===== config.mk =====
export PLATFORM = sky130hd
export DESIGN_NAME = gpio_port_ctrl
export DESIGN_NICKNAME = d
export VERILOG_FILES = /design/src/rtl/gpio_pkg.sv /design/src/rtl/gpio_sync.sv /design/src/rtl/gpio_regs.sv /design/src/rtl/gpio_pad_drive.sv /design/src/rtl/gpio_port_ctrl.sv
export SDC_FILE = /design/constraint.sdc
export NUM_CORES = 1
export LEC_CHECK = 0
export BUFFER_PORTS_ARGS = -buffer_cell sky130_fd_sc_hd__buf_2
export CAP_MARGIN = 20
export CORE_MARGIN = 3
export CORE_UTILIZATION = 25
export CTS_CLUSTER_SIZE = 25
export DETAILED_ROUTE_END_ITERATION = 6
export PLACE_DENSITY = 0.54
export SYNTH_ARGS = -nofsm -noshare
export SYNTH_HDL_FRONTEND = slang
export SYNTH_HIERARCHICAL = 1
export SYNTH_SLANG_ARGS = --single-unit

===== constraint.sdc =====
create_clock -name clk -period 3.3 [get_ports clk]
set_input_delay 0.495 -clock clk [delete_from_list [all_inputs] [get_ports clk]]
set_output_delay 0.495 -clock clk [all_outputs]
set_load 0.02 [all_outputs]

===== src/rtl/gpio_pkg.sv =====
package gpio_pkg;

  typedef enum logic [1:0] {
    PM_INPUT  = 2'b00,
    PM_DRIVE  = 2'b01,
    PM_ALTFN  = 2'b10,
    PM_ANALOG = 2'b11
  } pin_mode_e;

  localparam logic [1:0] BIAS_UP   = 2'b01;
  localparam logic [1:0] BIAS_DOWN = 2'b10;

  localparam int unsigned REG_MODE    = 'h00;
  localparam int unsigned REG_DRVTYPE = 'h04;
  localparam int unsigned REG_SLEW    = 'h08;
  localparam int unsigned REG_BIAS    = 'h0C;
  localparam int unsigned REG_PINS_IN = 'h10;
  localparam int unsigned REG_LEVEL   = 'h14;
  localparam int unsigned REG_SETCLR  = 'h18;
  localparam int unsigned REG_FUNC_LO = 'h20;
  localparam int unsigned REG_FUNC_HI = 'h24;
  localparam int unsigned REG_LOCKSEC = 'h30;

  function automatic logic ofs_mapped(input int unsigned a);
    return (a == REG_MODE) || (a == REG_DRVTYPE) || (a == REG_SLEW) ||
           (a == REG_BIAS) || (a == REG_PINS_IN) || (a == REG_LEVEL) ||
           (a == REG_SETCLR) || (a == REG_FUNC_LO) || (a == REG_FUNC_HI) ||
           (a == REG_LOCKSEC);
  endfunction

endpackage


===== src/rtl/gpio_sync.sv =====
module gpio_sync #(
  parameter int W      = 16,
  parameter int STAGES = 2
) (
  input  logic         clk,
  input  logic         rst,
  input  logic [W-1:0] d,
  output logic [W-1:0] q
);

  logic [W-1:0] chain [STAGES];

  always_ff @(posedge clk) begin
    if (rst) begin
      for (int k = 0; k < STAGES; k++) chain[k] <= '0;
    end else begin
      chain[0] <= d;
      for (int k = 1; k < STAGES; k++) chain[k] <= chain[k-1];
    end
  end

  assign q = chain[STAGES-1];

endmodule


===== src/rtl/gpio_regs.sv =====
module gpio_regs
  import gpio_pkg::*;
#(
  parameter int NPIN = 16,
  parameter int AW   = 8,
  parameter int DW   = 32
) (
  input  logic              clk,
  input  logic              rst,
  input  logic              bus_req,
  input  logic              bus_wr,
  input  logic [AW-1:0]     bus_addr,
  input  logic [DW-1:0]     bus_wdata,
  input  logic              bus_secure,
  input  logic [NPIN-1:0]   in_sync,
  output logic [DW-1:0]     bus_rdata,
  output logic              bus_rvalid,
  output logic [2*NPIN-1:0] mode_q,
  output logic [NPIN-1:0]   drvtype_q,
  output logic [2*NPIN-1:0] slew_q,
  output logic [2*NPIN-1:0] bias_q,
  output logic [NPIN-1:0]   level_q,
  output logic [4*NPIN-1:0] func_q,
  output logic [NPIN-1:0]   lock_q
);

  localparam int W2   = 2 * NPIN;
  localparam int W4   = 4 * NPIN;
  localparam int HALF = W4 / 2;

  logic [NPIN-1:0] blk1;
  logic [W2-1:0]   blk2;
  logic [W4-1:0]   blk4;

  assign blk1 = bus_secure ? '0 : lock_q;

  for (genvar i = 0; i < NPIN; i++) begin : g_mask
    assign blk2[2*i +: 2] = {2{blk1[i]}};
    assign blk4[4*i +: 4] = {4{blk1[i]}};
  end

  logic wr_en, rd_en;
  assign wr_en = bus_req && bus_wr;
  assign rd_en = bus_req && !bus_wr;

  logic [NPIN-1:0] set_v, clr_v;
  assign set_v = bus_wdata[NPIN-1:0] & ~blk1;
  assign clr_v = bus_wdata[2*NPIN-1:NPIN] & ~blk1;

  always_ff @(posedge clk) begin
    if (rst) begin
      mode_q    <= '0;
      drvtype_q <= '0;
      slew_q    <= '0;
      bias_q    <= '0;
      level_q   <= '0;
      func_q    <= '0;
      lock_q    <= '0;
    end else if (wr_en) begin
      case (bus_addr)
        AW'(REG_MODE):    mode_q    <= (mode_q & blk2) | (bus_wdata[W2-1:0] & ~blk2);
        AW'(REG_DRVTYPE): drvtype_q <= (drvtype_q & blk1) | (bus_wdata[NPIN-1:0] & ~blk1);
        AW'(REG_SLEW):    slew_q    <= (slew_q & blk2) | (bus_wdata[W2-1:0] & ~blk2);
        AW'(REG_BIAS):    bias_q    <= (bias_q & blk2) | (bus_wdata[W2-1:0] & ~blk2);
        AW'(REG_LEVEL):   level_q   <= (level_q & blk1) | (bus_wdata[NPIN-1:0] & ~blk1);
        AW'(REG_SETCLR):  level_q   <= (level_q & ~clr_v) | set_v;
        AW'(REG_FUNC_LO): func_q[HALF-1:0] <= (func_q[HALF-1:0] & blk4[HALF-1:0]) |
                                              (bus_wdata[HALF-1:0] & ~blk4[HALF-1:0]);
        AW'(REG_FUNC_HI): func_q[W4-1:HALF] <= (func_q[W4-1:HALF] & blk4[W4-1:HALF]) |
                                               (bus_wdata[HALF-1:0] & ~blk4[W4-1:HALF]);
        AW'(REG_LOCKSEC): if (bus_secure) lock_q <= bus_wdata[NPIN-1:0];
        default: ;
      endcase
    end
  end

  logic [DW-1:0] rd_mux;

  always_comb begin
    case (bus_addr)
      AW'(REG_MODE):    rd_mux = DW'(mode_q & ~blk2);
      AW'(REG_DRVTYPE): rd_mux = DW'(drvtype_q & ~blk1);
      AW'(REG_SLEW):    rd_mux = DW'(slew_q & ~blk2);
      AW'(REG_BIAS):    rd_mux = DW'(bias_q & ~blk2);
      AW'(REG_PINS_IN): rd_mux = DW'(in_sync & ~blk1);
      AW'(REG_LEVEL):   rd_mux = DW'(level_q & ~blk1);
      AW'(REG_FUNC_LO): rd_mux = DW'(func_q[HALF-1:0] & ~blk4[HALF-1:0]);
      AW'(REG_FUNC_HI): rd_mux = DW'(func_q[W4-1:HALF] & ~blk4[W4-1:HALF]);
      AW'(REG_LOCKSEC): rd_mux = DW'(lock_q);
      default:          rd_mux = '0;
    endcase
  end

  always_ff @(posedge clk) begin
    if (rst) begin
      bus_rdata  <= '0;
      bus_rvalid <= 1'b0;
    end else begin
      bus_rdata  <= rd_en ? rd_mux : '0;
      bus_rvalid <= rd_en;
    end
  end

endmodule


===== src/rtl/gpio_pad_drive.sv =====
module gpio_pad_drive
  import gpio_pkg::*;
#(
  parameter int NPIN = 16
) (
  input  logic              clk,
  input  logic              rst,
  input  logic [2*NPIN-1:0] mode_q,
  input  logic [NPIN-1:0]   drvtype_q,
  input  logic [2*NPIN-1:0] slew_q,
  input  logic [2*NPIN-1:0] bias_q,
  input  logic [NPIN-1:0]   level_q,
  input  logic [4*NPIN-1:0] func_q,
  output logic [NPIN-1:0]   pad_out,
  output logic [NPIN-1:0]   pad_oe,
  output logic [NPIN-1:0]   pad_od,
  output logic [NPIN-1:0]   pad_pu,
  output logic [NPIN-1:0]   pad_pd,
  output logic [2*NPIN-1:0] pad_slew,
  output logic [NPIN-1:0]   fn_en,
  output logic [4*NPIN-1:0] fn_sel
);

  logic [NPIN-1:0] oe_n, pu_n, pd_n, fn_n;

  for (genvar i = 0; i < NPIN; i++) begin : g_pin
    pin_mode_e pm;
    logic      drives;
    assign pm      = pin_mode_e'(mode_q[2*i +: 2]);
    assign drives  = (pm == PM_DRIVE) || (pm == PM_ALTFN);
    assign oe_n[i] = drives && !(drvtype_q[i] && level_q[i]);
    assign pu_n[i] = (bias_q[2*i +: 2] == BIAS_UP);
    assign pd_n[i] = (bias_q[2*i +: 2] == BIAS_DOWN);
    assign fn_n[i] = (pm == PM_ALTFN);
  end

  always_ff @(posedge clk) begin
    if (rst) begin
      pad_out  <= '0;
      pad_oe   <= '0;
      pad_od   <= '0;
      pad_pu   <= '0;
      pad_pd   <= '0;
      pad_slew <= '0;
      fn_en    <= '0;
      fn_sel   <= '0;
    end else begin
      pad_out  <= level_q;
      pad_oe   <= oe_n;
      pad_od   <= drvtype_q;
      pad_pu   <= pu_n;
      pad_pd   <= pd_n;
      pad_slew <= slew_q;
      fn_en    <= fn_n;
      fn_sel   <= func_q;
    end
  end

endmodule


===== src/rtl/gpio_port_ctrl.sv =====
module gpio_port_ctrl #(
  parameter int NPIN = 16,
  parameter int AW   = 8,
  parameter int DW   = 32
) (
  input  logic              clk,
  input  logic              rst,
  input  logic              bus_req,
  input  logic              bus_wr,
  input  logic [AW-1:0]     bus_addr,
  input  logic [DW-1:0]     bus_wdata,
  input  logic              bus_secure,
  output logic [DW-1:0]     bus_rdata,
  output logic              bus_rvalid,
  input  logic [NPIN-1:0]   pad_in,
  output logic [NPIN-1:0]   pad_out,
  output logic [NPIN-1:0]   pad_oe,
  output logic [NPIN-1:0]   pad_od,
  output logic [NPIN-1:0]   pad_pu,
  output logic [NPIN-1:0]   pad_pd,
  output logic [2*NPIN-1:0] pad_slew,
  output logic [NPIN-1:0]   fn_en,
  output logic [4*NPIN-1:0] fn_sel
);

  logic [NPIN-1:0]   in_sync;
  logic [2*NPIN-1:0] mode_q, slew_q, bias_q;
  logic [NPIN-1:0]   drvtype_q, level_q, lock_q;
  logic [4*NPIN-1:0] func_q;

  gpio_sync #(.W(NPIN), .STAGES(2)) u_sync (
    .clk (clk),
    .rst (rst),
    .d   (pad_in),
    .q   (in_sync)
  );

  gpio_regs #(.NPIN(NPIN), .AW(AW), .DW(DW)) u_regs (
    .clk        (clk),
    .rst        (rst),
    .bus_req    (bus_req),
    .bus_wr     (bus_wr),
    .bus_addr   (bus_addr),
    .bus_wdata  (bus_wdata),
    .bus_secure (bus_secure),
    .in_sync    (in_sync),
    .bus_rdata  (bus_rdata),
    .bus_rvalid (bus_rvalid),
    .mode_q     (mode_q),
    .drvtype_q  (drvtype_q),
    .slew_q     (slew_q),
    .bias_q     (bias_q),
    .level_q    (level_q),
    .func_q     (func_q),
    .lock_q     (lock_q)
  );

  gpio_pad_drive #(.NPIN(NPIN)) u_drive (
    .clk       (clk),
    .rst       (rst),
    .mode_q    (mode_q),
    .drvtype_q (drvtype_q),
    .slew_q    (slew_q),
    .bias_q    (bias_q),
    .level_q   (level_q),
    .func_q    (func_q),
    .pad_out   (pad_out),
    .pad_oe    (pad_oe),
    .pad_od    (pad_od),
    .pad_pu    (pad_pu),
    .pad_pd    (pad_pd),
    .pad_slew  (pad_slew),
    .fn_en     (fn_en),
    .fn_sel    (fn_sel)
  );

endmodule


==> flow_metrics.py <==
metrics = {
    "grt": {
        "grt-ovfl-total": 0,
        "grt_max_degree": 159,
        "grt_pass1_wl_um": 98600,
        "antenna_found_initial": 11,
        "grt_pass1_vias": 14533,
        "grtUsageTotal_pct": 17.8,
    },
    "route": {
        "finalWirelength_um": 67500,
        "drc": 7,
        "routed_via_density": 4.89,
        "dr.pass1.iters": 7,
        "drt_iter0_drc": 1348,
        "wl_per_cell_um": 23.0,
        "final_antenna_net_count": 0,
        "routed-via-count": 14318,
    },
    "clock_network": {
        "clock_latency_ns": 0.60,
        "cts_tree": "built",
        "numCtsBuffers": 51,
        "cts_sinks": 465,
        "path_clk_slew_ns": 0.06,
        "post_cts_buffers": 0,
        "htree_levels": 2,
        "clockRootBuffer": "clkbuf_16",
        "clockBufferDepth": 3,
        "cts_hold_buf": 0,
        "cts_resized": 0,
    },
    "placed_design": {
        "dp_slack_ns": 0.608,
        "io_buffers": 285,
        "gp_congestion": 0.875,
        "dp_hpwl_um": 48800,
    },
    "yosys": {
        "syn-mean-instance-area_sq_um": 10.0,
        "syn-cell-area_sq_um": 17500,
        "synth_nets": 1822,
        "synthCells": 1745,
        "ys_types": 42,
        "yosysWarnings": 6,
        "ys_ff_latch": 465,
        "seq_area_frac_synth_pct": 53.3,
        "synth-edff-count": 0,
        "synth_ff_type": "dfxtp_1",
        "async_flop_share_pct": 0,
    },
    "power_and_ir_drop": {
        "switching_share_pct": 22.5,
        "power.share.combinational_pct": 3.0,
        "p_int_mw": 9.40,
        "p_leak_nw": 9.25,
        "power.share.clock_pct": 50.4,
        "p_sw_mw": 2.73,
        "power_density_nw_per_um2": 564,
        "pwr-share-seq_pct": 46.6,
        "peakVddDrop_v": 0.000341,
    },
    "finish": {
        "finish.utilization_pct": 31.2,
        "drive_gt1_share_pct": 21.5,
        "area_growth_pct": 23.1,
        "nets": 2031,
        "fill_cells": 7065,
    },
    "die": {
        "fp.dieW_um": 270,
        "die_h_um": 270,
        "rows": 96,
        "start_util_pct": 25.4,
        "ios": 286,
        "fp.coreArea_sq_um": 68800,
        "die_area_sq_um": 73000,
    },
    "outcome": {
        "status": "complete, but fails checks",
        "violations": "DRC",
    },
    "sta": {
        "rsz0062_at_grt": "false",
        "clock_skew_ns": 0.0261,
        "fmax_ghz": 0.478,
        "worst_slew_pin_slew_ns": 0.861,
        "min_period_ns": 2.09,
        "slew_headroom_pct": 42.6,
        "setup_viol": 0,
        "timing.final.ws_setup_ns": 1.21,
        "post-route-period-util_pct": 63.4,
        "tns_ns": 0,
        "hold_viol_final": 0,
        "slew_viol_final": 0,
    },
    "setup_path": {
        "crit_path_top_delay_cell": "and4_1",
        "worstPathRequired_ns": 3.82,
        "cp_top_family": "buffers and inverters",
        "crit_type": "in -> reg",
        "start_kind": "input pin",
        "path_cells": "buf_4 > buf_4 > and4_1 > nand3_1 > a21oi_1",
        "cp_common_cell": "buf_4",
        "end_kind": "register",
        "arrival_ns": 2.61,
        "max_stage_delay_ns": 0.77,
        "crit_fanout": 40,
        "path_buf_inv": 2,
    },
    "min_path": {
        "hold_path_class": "in -> reg",
    },
    "run": {
        "max_cap_viol_count": 0,
    },
}
worst reg2reg max path, stage by stage (launching register included):
cell     delay [ns]
dfxtp_1        0.36
nor2b_1        0.51
nor3_1         0.11
buf_4          0.19
a32oi_1        0.40
a41oi_1        0.17
per-layer routing:
| layer | part of all wire, % | global-route usage (%) | vias to the layer above |
|---|---|---|---|
| met2 | 47 | 30.0 | 605 |
| met3 | 8.7 | 5.23 | 119 |
| met4 | 3.2 | 6.03 | 8 |
| li1 | - | - | 6547 |
| met5 | 0.062 | 0 | - |
| met1 | 41 | 21.8 | 7039 |
path summary, 6_finish.rpt:
path | start | to | slack [ns] | depth (start not counted)
setup / recovery | bus_addr[2] | register | 1.21 | 5
hold / removal | pad_in[0] | u_sync/chain[0][0] | 0.11 | 2
setup reg to reg | u_regs/lock_q[3] | u_regs/bus_rdata[14] | 1.43 | 5
hold reg to reg | u_sync/chain[0][7] | u_sync/chain[0][23] | 0.44 | 1
power by group through the flow:
stage,Sequential (mW),Combinational (mW),Clock (mW)
finish,5.64,0.368,6.11
global route,5.64,0.388,6.47
global placement,5.77,0.360,0
CTS,5.64,0.366,6.24
detailed placement,5.77,0.365,0
floorplan,5.76,0.222,0
logic make-up (layout without fill, tap and decap cells):
group / Yosys count / after routing / share of synthesized area [%]
muxes: 195 / 195 / 11.2
other: 0 / 4 / 0
xor gates and xnor gates: 1 / 1 / 0.0502
buffers and inverters: 189 / 438 / 4.86
AOI/OAI and AO/OA: 239 / 239 / 9.12
and+or+nand+nor: 640 / 640 / 20.3
adders and majority gates: 16 / 16 / 1.15
DFF: 465 / 465 / 53.3
synth_stat cells, types with 2 or more instances:
cell       number  share of area, %
buf_2          53               1.5
nor4_4          2              0.24
buf_1           5              0.11
a32oi_1        14              0.70
and3_1          2             0.072
a211oi_1       16              0.69
nor4b_4         3              0.41
and2_1          3              0.11
mux2i_1       189                11
nor2_1        147               3.2
and4_1          4              0.20
o31ai_1        16              0.69
clkbuf_1       92               2.0
nor2b_1       190               6.8
buf_4          19              0.82
nand2_1        39              0.84
a21oi_1        64               1.8
a31oi_1        19              0.68
nor3b_1        34               1.5
nand2b_1       16              0.57
nand3_1       119               3.4
a41oi_1        14              0.70
nor4bb_1        3              0.17
nand4_1        50               1.8
o2111ai_1      45               2.3
mux2_2          6              0.39
inv_1          19              0.41
nor3_1         20              0.57
dfxtp_1       465                53
or4b_1          3              0.17
ha_1           16               1.1
o21ai_0        48               1.4
through the flow:
stage	hold WS [ns]	power (mW)	cell area [sq um]	instances
CTS	0.0813	12.3	21500	2925
finish	0.112	12.1	21500	2929
detailed placement	0.425	6.13	19700	2832
global placement	0.421	6.13	19700	2832
global route	0.0988	12.5	21500	2926
floorplan	0.414	5.99	17500	1745
cells in the final DEF, fill, tap and decap left out, types with 14 or more instances in the layout:
| cell | count |
|---|---|
| dfxtp_1 | 465 |
| buf_2 | 283 |
| nor2b_1 | 190 |
| mux2i_1 | 189 |
| nor2_1 | 147 |
| nand3_1 | 119 |
| a21oi_1 | 64 |
| clkbuf_16 | 51 |
| nand4_1 | 50 |
| o21ai_0 | 48 |
| o2111ai_1 | 45 |
| nand2_1 | 39 |
| buf_4 | 38 |
| nor3b_1 | 33 |
| nor3_1 | 20 |
| inv_1 | 19 |
| a31oi_1 | 19 |
| a211oi_1 | 16 |
| ha_1 | 16 |
| nand2b_1 | 16 |
| o31ai_1 | 16 |
| a32oi_1 | 14 |
| a41oi_1 | 14 |
area by class of cell:
class	count	area [sq um]	share of cell area [%]
sequential	465	9310	43.3
multi-input combinational	1091	7340	34.1
timing repair buffer	326	1800	8.36
clock buffer	67	1420	6.59
tap	931	1160	5.42
clock inverter	26	385	1.79
inverter	19	71.3	0.332
antenna	4	10.0	0.0466
(Power assumes the default switching activity.)
